==> src/rtl/frm_alarm_pkg.sv <==
package frm_alarm_pkg;
  // Field widths of the packed status byte, low field first.
  localparam int SEF_W  = 2;
  localparam int COFA_W = 2;
  localparam int LOF_W  = 4;
  localparam int WORD_W = SEF_W + COFA_W + LOF_W;

  typedef struct packed {
    logic [LOF_W-1:0]  lof;
    logic [COFA_W-1:0] cofa;
    logic [SEF_W-1:0]  sef;
  } alarm_word_t;
endpackage

==> src/rtl/frm_evt_ctr.sv <==
module frm_evt_ctr #(
  parameter int W = 2
) (
  input  logic         clk,
  input  logic         rst_n,
  input  logic         evt_i,
  input  logic         clr_i,
  input  logic         hold_zero_i,
  output logic [W-1:0] cnt_o,
  output logic         wrap_o
);
  localparam logic [W-1:0] MAX = '1;

  logic [W-1:0] cnt_q, base, nxt;

  always_comb begin
    base = clr_i ? '0 : cnt_q;
    nxt  = base + W'(evt_i);
    if (hold_zero_i) nxt = '0;
  end

  assign wrap_o = evt_i && !hold_zero_i && (base == MAX);

  always_ff @(posedge clk) begin
    if (!rst_n) cnt_q <= '0;
    else        cnt_q <= nxt;
  end

  assign cnt_o = cnt_q;


  ctr_step_chk: assert property (@(posedge clk) disable iff (!rst_n)
    (evt_i && !clr_i && !hold_zero_i && cnt_q != MAX) |=> cnt_q == $past(cnt_q) + W'(1));

  ctr_wrap_chk: assert property (@(posedge clk) disable iff (!rst_n)
    (evt_i && !clr_i && !hold_zero_i && cnt_q == MAX) |=> cnt_q == '0);

  ctr_clear_chk: assert property (@(posedge clk) disable iff (!rst_n)
    (clr_i && !evt_i) |=> cnt_q == '0);

  ctr_rdhit_chk: assert property (@(posedge clk) disable iff (!rst_n)
    (clr_i && evt_i && !hold_zero_i) |=> cnt_q == W'(1));

  ctr_hold_chk: assert property (@(posedge clk) disable iff (!rst_n)
    hold_zero_i |=> cnt_q == '0);
  ctr_idle_chk: assert property (@(posedge clk) disable iff (!rst_n)
    (!evt_i && !clr_i && !hold_zero_i) |=> $stable(cnt_q));
endmodule

==> src/rtl/frm_sticky_flag.sv <==
module frm_sticky_flag (
  input  logic clk,
  input  logic rst_n,
  input  logic set_i,
  input  logic ack_i,
  output logic flag_o
);
  logic flag_q;

  always_ff @(posedge clk) begin
    if (!rst_n)     flag_q <= 1'b0;
    else if (set_i) flag_q <= 1'b1;
    else if (ack_i) flag_q <= 1'b0;
  end

  assign flag_o = flag_q;


  flag_set_chk: assert property (@(posedge clk) disable iff (!rst_n)
    set_i |=> flag_q);

  flag_hold_chk: assert property (@(posedge clk) disable iff (!rst_n)
    (flag_q && !ack_i) |=> flag_q);

  flag_ack_chk: assert property (@(posedge clk) disable iff (!rst_n)
    (ack_i && !set_i) |=> !flag_q);

  flag_quiet_chk: assert property (@(posedge clk) disable iff (!rst_n)
    (!flag_q && !set_i) |=> !flag_q);
endmodule

==> src/rtl/frm_alarm_cnt_bank.sv <==
module frm_alarm_cnt_bank
  import frm_alarm_pkg::*;
(
  input  logic              clk,
  input  logic              rst_n,
  input  logic              sef_evt_i,
  input  logic              cofa_evt_i,
  input  logic              lof_evt_i,
  input  logic              t1_mode_i,
  input  logic              rd_stb_i,
  input  logic              irq_ack_i,
  output logic [WORD_W-1:0] rd_data_o,
  output logic              lof_irq_o
);
  alarm_word_t word;
  logic sef_wrap, cofa_wrap, lof_wrap;

  frm_evt_ctr #(.W(SEF_W)) u_sef (
    .clk(clk), .rst_n(rst_n), .evt_i(sef_evt_i), .clr_i(rd_stb_i),
    .hold_zero_i(1'b0), .cnt_o(word.sef), .wrap_o(sef_wrap));

  frm_evt_ctr #(.W(COFA_W)) u_cofa (
    .clk(clk), .rst_n(rst_n), .evt_i(cofa_evt_i), .clr_i(rd_stb_i),
    .hold_zero_i(!t1_mode_i), .cnt_o(word.cofa), .wrap_o(cofa_wrap));

  frm_evt_ctr #(.W(LOF_W)) u_lof (
    .clk(clk), .rst_n(rst_n), .evt_i(lof_evt_i), .clr_i(rd_stb_i),
    .hold_zero_i(1'b0), .cnt_o(word.lof), .wrap_o(lof_wrap));

  frm_sticky_flag u_irq (
    .clk(clk), .rst_n(rst_n), .set_i(lof_wrap), .ack_i(irq_ack_i),
    .flag_o(lof_irq_o));

  assign rd_data_o = word;


  rst_zero_chk: assert property (@(posedge clk)
    !rst_n |=> (rd_data_o == '0 && !lof_irq_o));

  rd_clear_chk: assert property (@(posedge clk) disable iff (!rst_n)
    (rd_stb_i && !sef_evt_i && !cofa_evt_i && !lof_evt_i) |=> rd_data_o == '0);

  e1_cofa_chk: assert property (@(posedge clk) disable iff (!rst_n)
    !t1_mode_i |=> rd_data_o[3:2] == 2'b00);

  lof_ovf_chk: assert property (@(posedge clk) disable iff (!rst_n)
    (lof_evt_i && !rd_stb_i && rd_data_o[7:4] == 4'hF) |=> (lof_irq_o && rd_data_o[7:4] == 4'h0));

  small_wrap_chk: assert property (@(posedge clk) disable iff (!rst_n)
    (!lof_wrap && !lof_irq_o) |=> !lof_irq_o);

  rd_keeps_irq_chk: assert property (@(posedge clk) disable iff (!rst_n)
    (lof_irq_o && rd_stb_i && !irq_ack_i) |=> lof_irq_o);
endmodule

==> config.mk <==
export PLATFORM = sky130hd
export DESIGN_NAME = frm_alarm_cnt_bank
export DESIGN_NICKNAME = d
export VERILOG_FILES = /design/src/rtl/frm_alarm_pkg.sv /design/src/rtl/frm_evt_ctr.sv /design/src/rtl/frm_sticky_flag.sv /design/src/rtl/frm_alarm_cnt_bank.sv
export SDC_FILE = /design/constraint.sdc
export NUM_CORES = 1
export LEC_CHECK = 0
export BUFFER_PORTS_ARGS = -buffer_cell sky130_fd_sc_hd__buf_2
export CAP_MARGIN = 5
export CORE_AREA = 3 3 40 42
export CTS_BUF_LIST = sky130_fd_sc_hd__clkbuf_8
export DETAILED_ROUTE_END_ITERATION = 8
export DIE_AREA = 0 0 43 45
export PLACE_DENSITY = 0.65
export SLEW_MARGIN = 20
export SYNTH_ARGS = -nofsm -noshare
export SYNTH_HDL_FRONTEND = slang
export SYNTH_SLANG_ARGS = --single-unit
==> constraint.sdc <==
create_clock -name clk -period 1.1 [get_ports clk]
set_input_delay 0.22 -clock clk [delete_from_list [all_inputs] [get_ports clk]]
set_output_delay 0.22 -clock clk [all_outputs]
set_load 0.01 [all_outputs]
==> flow_metrics.py <==
metrics = {
    "status": {
        "status": "finished, violations left",
        "violations": "negative setup slack",
    },
    "finish": {
        "fill_cells": 132,
        "final_common_cell": "buf_2",
        "post_route_cells_drive_above_1_share": 0.397,
        "areaGrowthSynthToFinish_pct": 45.5,
        "antenna_cells": 0,
        "final_cell_mix": "buf_2 (16), dfxtp_1 (8), and2_1 (5)",
        "final_nets": 71,
        "fin_util": 0.442,
    },
    "cts": {
        "insertion_delay_ns": 0.23,
        "root_buffer": "clkbuf_8",
        "cts_tree": "built",
        "cts.sink_count": 9,
        "numCtsBuffers": 3,
        "clk_pin_slew_ns": 0.05,
        "cts_setup_buffers": 0,
        "ctsHoldBuffers": 0,
        "htree_num_levels": 1,
        "cts.path.max_buffers": 2,
    },
    "synthesis": {
        "synth_cell_types": 13,
        "yosys.area.top_type": "dfxtp_1",
        "netlist.area_leader.share": 0.462,
        "synthTopCellsByArea": "dfxtp_1 (46%), ha_1 (13%), and2_1 (8.0%)",
        "synth.ff_latch_count": 9,
        "syn_nets": 49,
        "synth.avg_cell_area_um2": 10.6,
        "synth_cells": 37,
        "synth_seq_area_share": 0.462,
        "syn-cell-area_um2": 390,
        "ys_warn_count": 0,
    },
    "timing": {
        "hold_viol": 0,
        "hold_slack_ns": 0.230,
        "max_freq_mhz": 874,
        "maxSlewViolCount": 0,
        "worst_pin_slew_ns": 0.154,
        "setup_viol_count_final": 1,
        "period_share": 1.04,
        "timing.final.ws_setup_ns": -0.0440,
        "finClkSkew_ns": 0.00352,
        "max_slew_margin": 0.897,
        "rsz0062_at_grt": "true",
        "fin_crit_ns": 1.14,
    },
    "worst_setup_path": {
        "cp_max_fo": 2,
        "timing.critical_path.mode_cell": "ha_4",
        "cp.required_ns": 1.23,
        "end_kind": "register",
        "cp_cell_sequence": "and2b_1, ha_4, ha_4, xnor2_1, and2_1",
        "cpMaxStageDelayCell": "dfxtp_2",
        "crit_type": "reg2reg",
        "critPathMaxStageDelay_ns": 0.31,
        "cp-start-kind": "register",
        "worstPathArrival_ns": 1.27,
    },
    "placed_design": {
        "post-dp-hpwl_um": 583,
        "pre_cts_ws_ns": -0.118,
        "place.gp.congestion": 0.612,
        "portBuffers": 16,
    },
    "route": {
        "wl_um": 768,
        "vias": 333,
        "viasPerCell": 4.56,
        "wire_per_inst_um": 10.5,
        "firstDrtPassIters": 4,
        "drtAntennaViolNets": 0,
        "initialDrtViolationCount": 1,
        "drc": 0,
    },
    "pwr": {
        "clkPwrFrac": 0.476,
        "combinationalPowerShare": 0.085,
        "p_int_uw": 617,
        "p_per_area_mw_per_mm2": 1370,
        "swShare": 0.210,
        "p_seq_frac": 0.438,
        "leakage_nw": 0.274,
        "ir_drop_v": 0.000730,
        "p_switching_uw": 164,
    },
    "die": {
        "io_pins": 17,
        "die_h_um": 45,
        "die_w_um": 43,
        "die_area_mm2": 0.00194,
        "initial_utilization": 0.304,
        "core_area_mm2": 0.00128,
        "fp-row-count": 13,
    },
    "global_routing": {
        "grt_pass1_vias": 291,
        "grt_pass1_wl_mm": 1.25,
        "grt_antenna_before_repair": 0,
        "grt_max_degree": 11,
        "grt_usage": 0.0935,
        "gr-total-overflow": 0,
    },
    "min_path": {
        "hp-class": "in2reg",
    },
    "job": {
        "max-cap-violations": 0,
    },
}
-- cell families after synthesis --
group                      Yosys count  share of synthesized area
xor gates and xnor gates             4                     0.0898
DFF                                  9                      0.462
adders and majority gates            4                      0.128
and+or+nand+nor                     19                      0.308
AOI/OAI and AO/OA                    1                     0.0128
-- layer usage --
metal | vias up | wire (um) | global-route usage
met4 | 0 | 37 | 0.0904
li1 | 164 | - | -
met5 | - | 0 | 0
met1 | 151 | 341 | 0.112
met2 | 14 | 324 | 0.117
met3 | 4 | 65 | 0.0478
-- synth_stat cells --
cell type  number
xnor2_1         3
xor2_1          1
nand3_1         3
nor2b_1         2
and2b_1         2
ha_1            4
nand2b_1        3
dfxtp_1         9
and2_1          5
o21ai_0         1
and3_1          2
nor3b_1         1
nand3b_1        1
-- sequential cells by signal, indices dropped and copies added (netlist names) --
signal,flops
u_lof.cnt_o,4
u_cofa.cnt_o,2
u_sef.cnt_o,2
u_irq.flag_o,1
-- cell type report --
class,instances,area [um2],area share
clock buffer,3,41.3,0.0727
clock inverter,1,3.75,0.00661
multi-input combinational,28,235,0.414
sequential,9,181,0.319
tap,15,18.8,0.0330
timing repair buffer,17,87.6,0.154
-- repair_timing --
| action | 4_1_cts | 5_1_grt |
|---|---|---|
| pin swaps | 3 | 0 |
| resized for setup | 1 | 0 |
| endpoints found under the setup margin | 3 | 3 |
-- metrics by stage --
stage	instances	power (mW)	setup TNS [ns]	instance area (um2)
6_report	73	0.781	-0.0440	568
5_1_grt	73	0.821	-0.208	568
4_1_cts	73	0.791	-0.0589	568
3_5_place_dp	69	0.413	-0.309	513
3_3_place_gp	69	0.413	-0.269	513
2_1_floorplan	37	0.377	-0.116	407
-- final timing paths --
kind	from	endpoint	slack, ns	cells past startpoint
worst min register to register	u_irq.flag_o	u_irq.flag_o	0.48	2
worst max register to register	u_lof.cnt_o[0]	u_lof.cnt_o[2]	-0.04	5
worst min-delay path	t1_mode_i	u_cofa.cnt_o[0]	0.23	2
worst max-delay path	u_lof.cnt_o[0]	u_lof.cnt_o[2]	-0.04	5
-- power groups by stage --
stage                     logic (mW)  registers (mW)  clock network, mW
after floorplan               0.0238           0.353                  0
after global placement        0.0644           0.348                  0
after detailed placement      0.0641           0.348                  0
after CTS                     0.0679           0.343              0.381
after global routing          0.0756           0.343              0.402
final                         0.0666           0.342              0.372
-- worst max-delay path, delay by kind of cell, from the launching register on --
family | cells | cell delay [ns]
xor+xnor | 1 | 0.11
fa+ha+maj | 2 | 0.32
flops | 1 | 0.31
simple gates | 2 | 0.31
(Power assumes the default switching activity.)
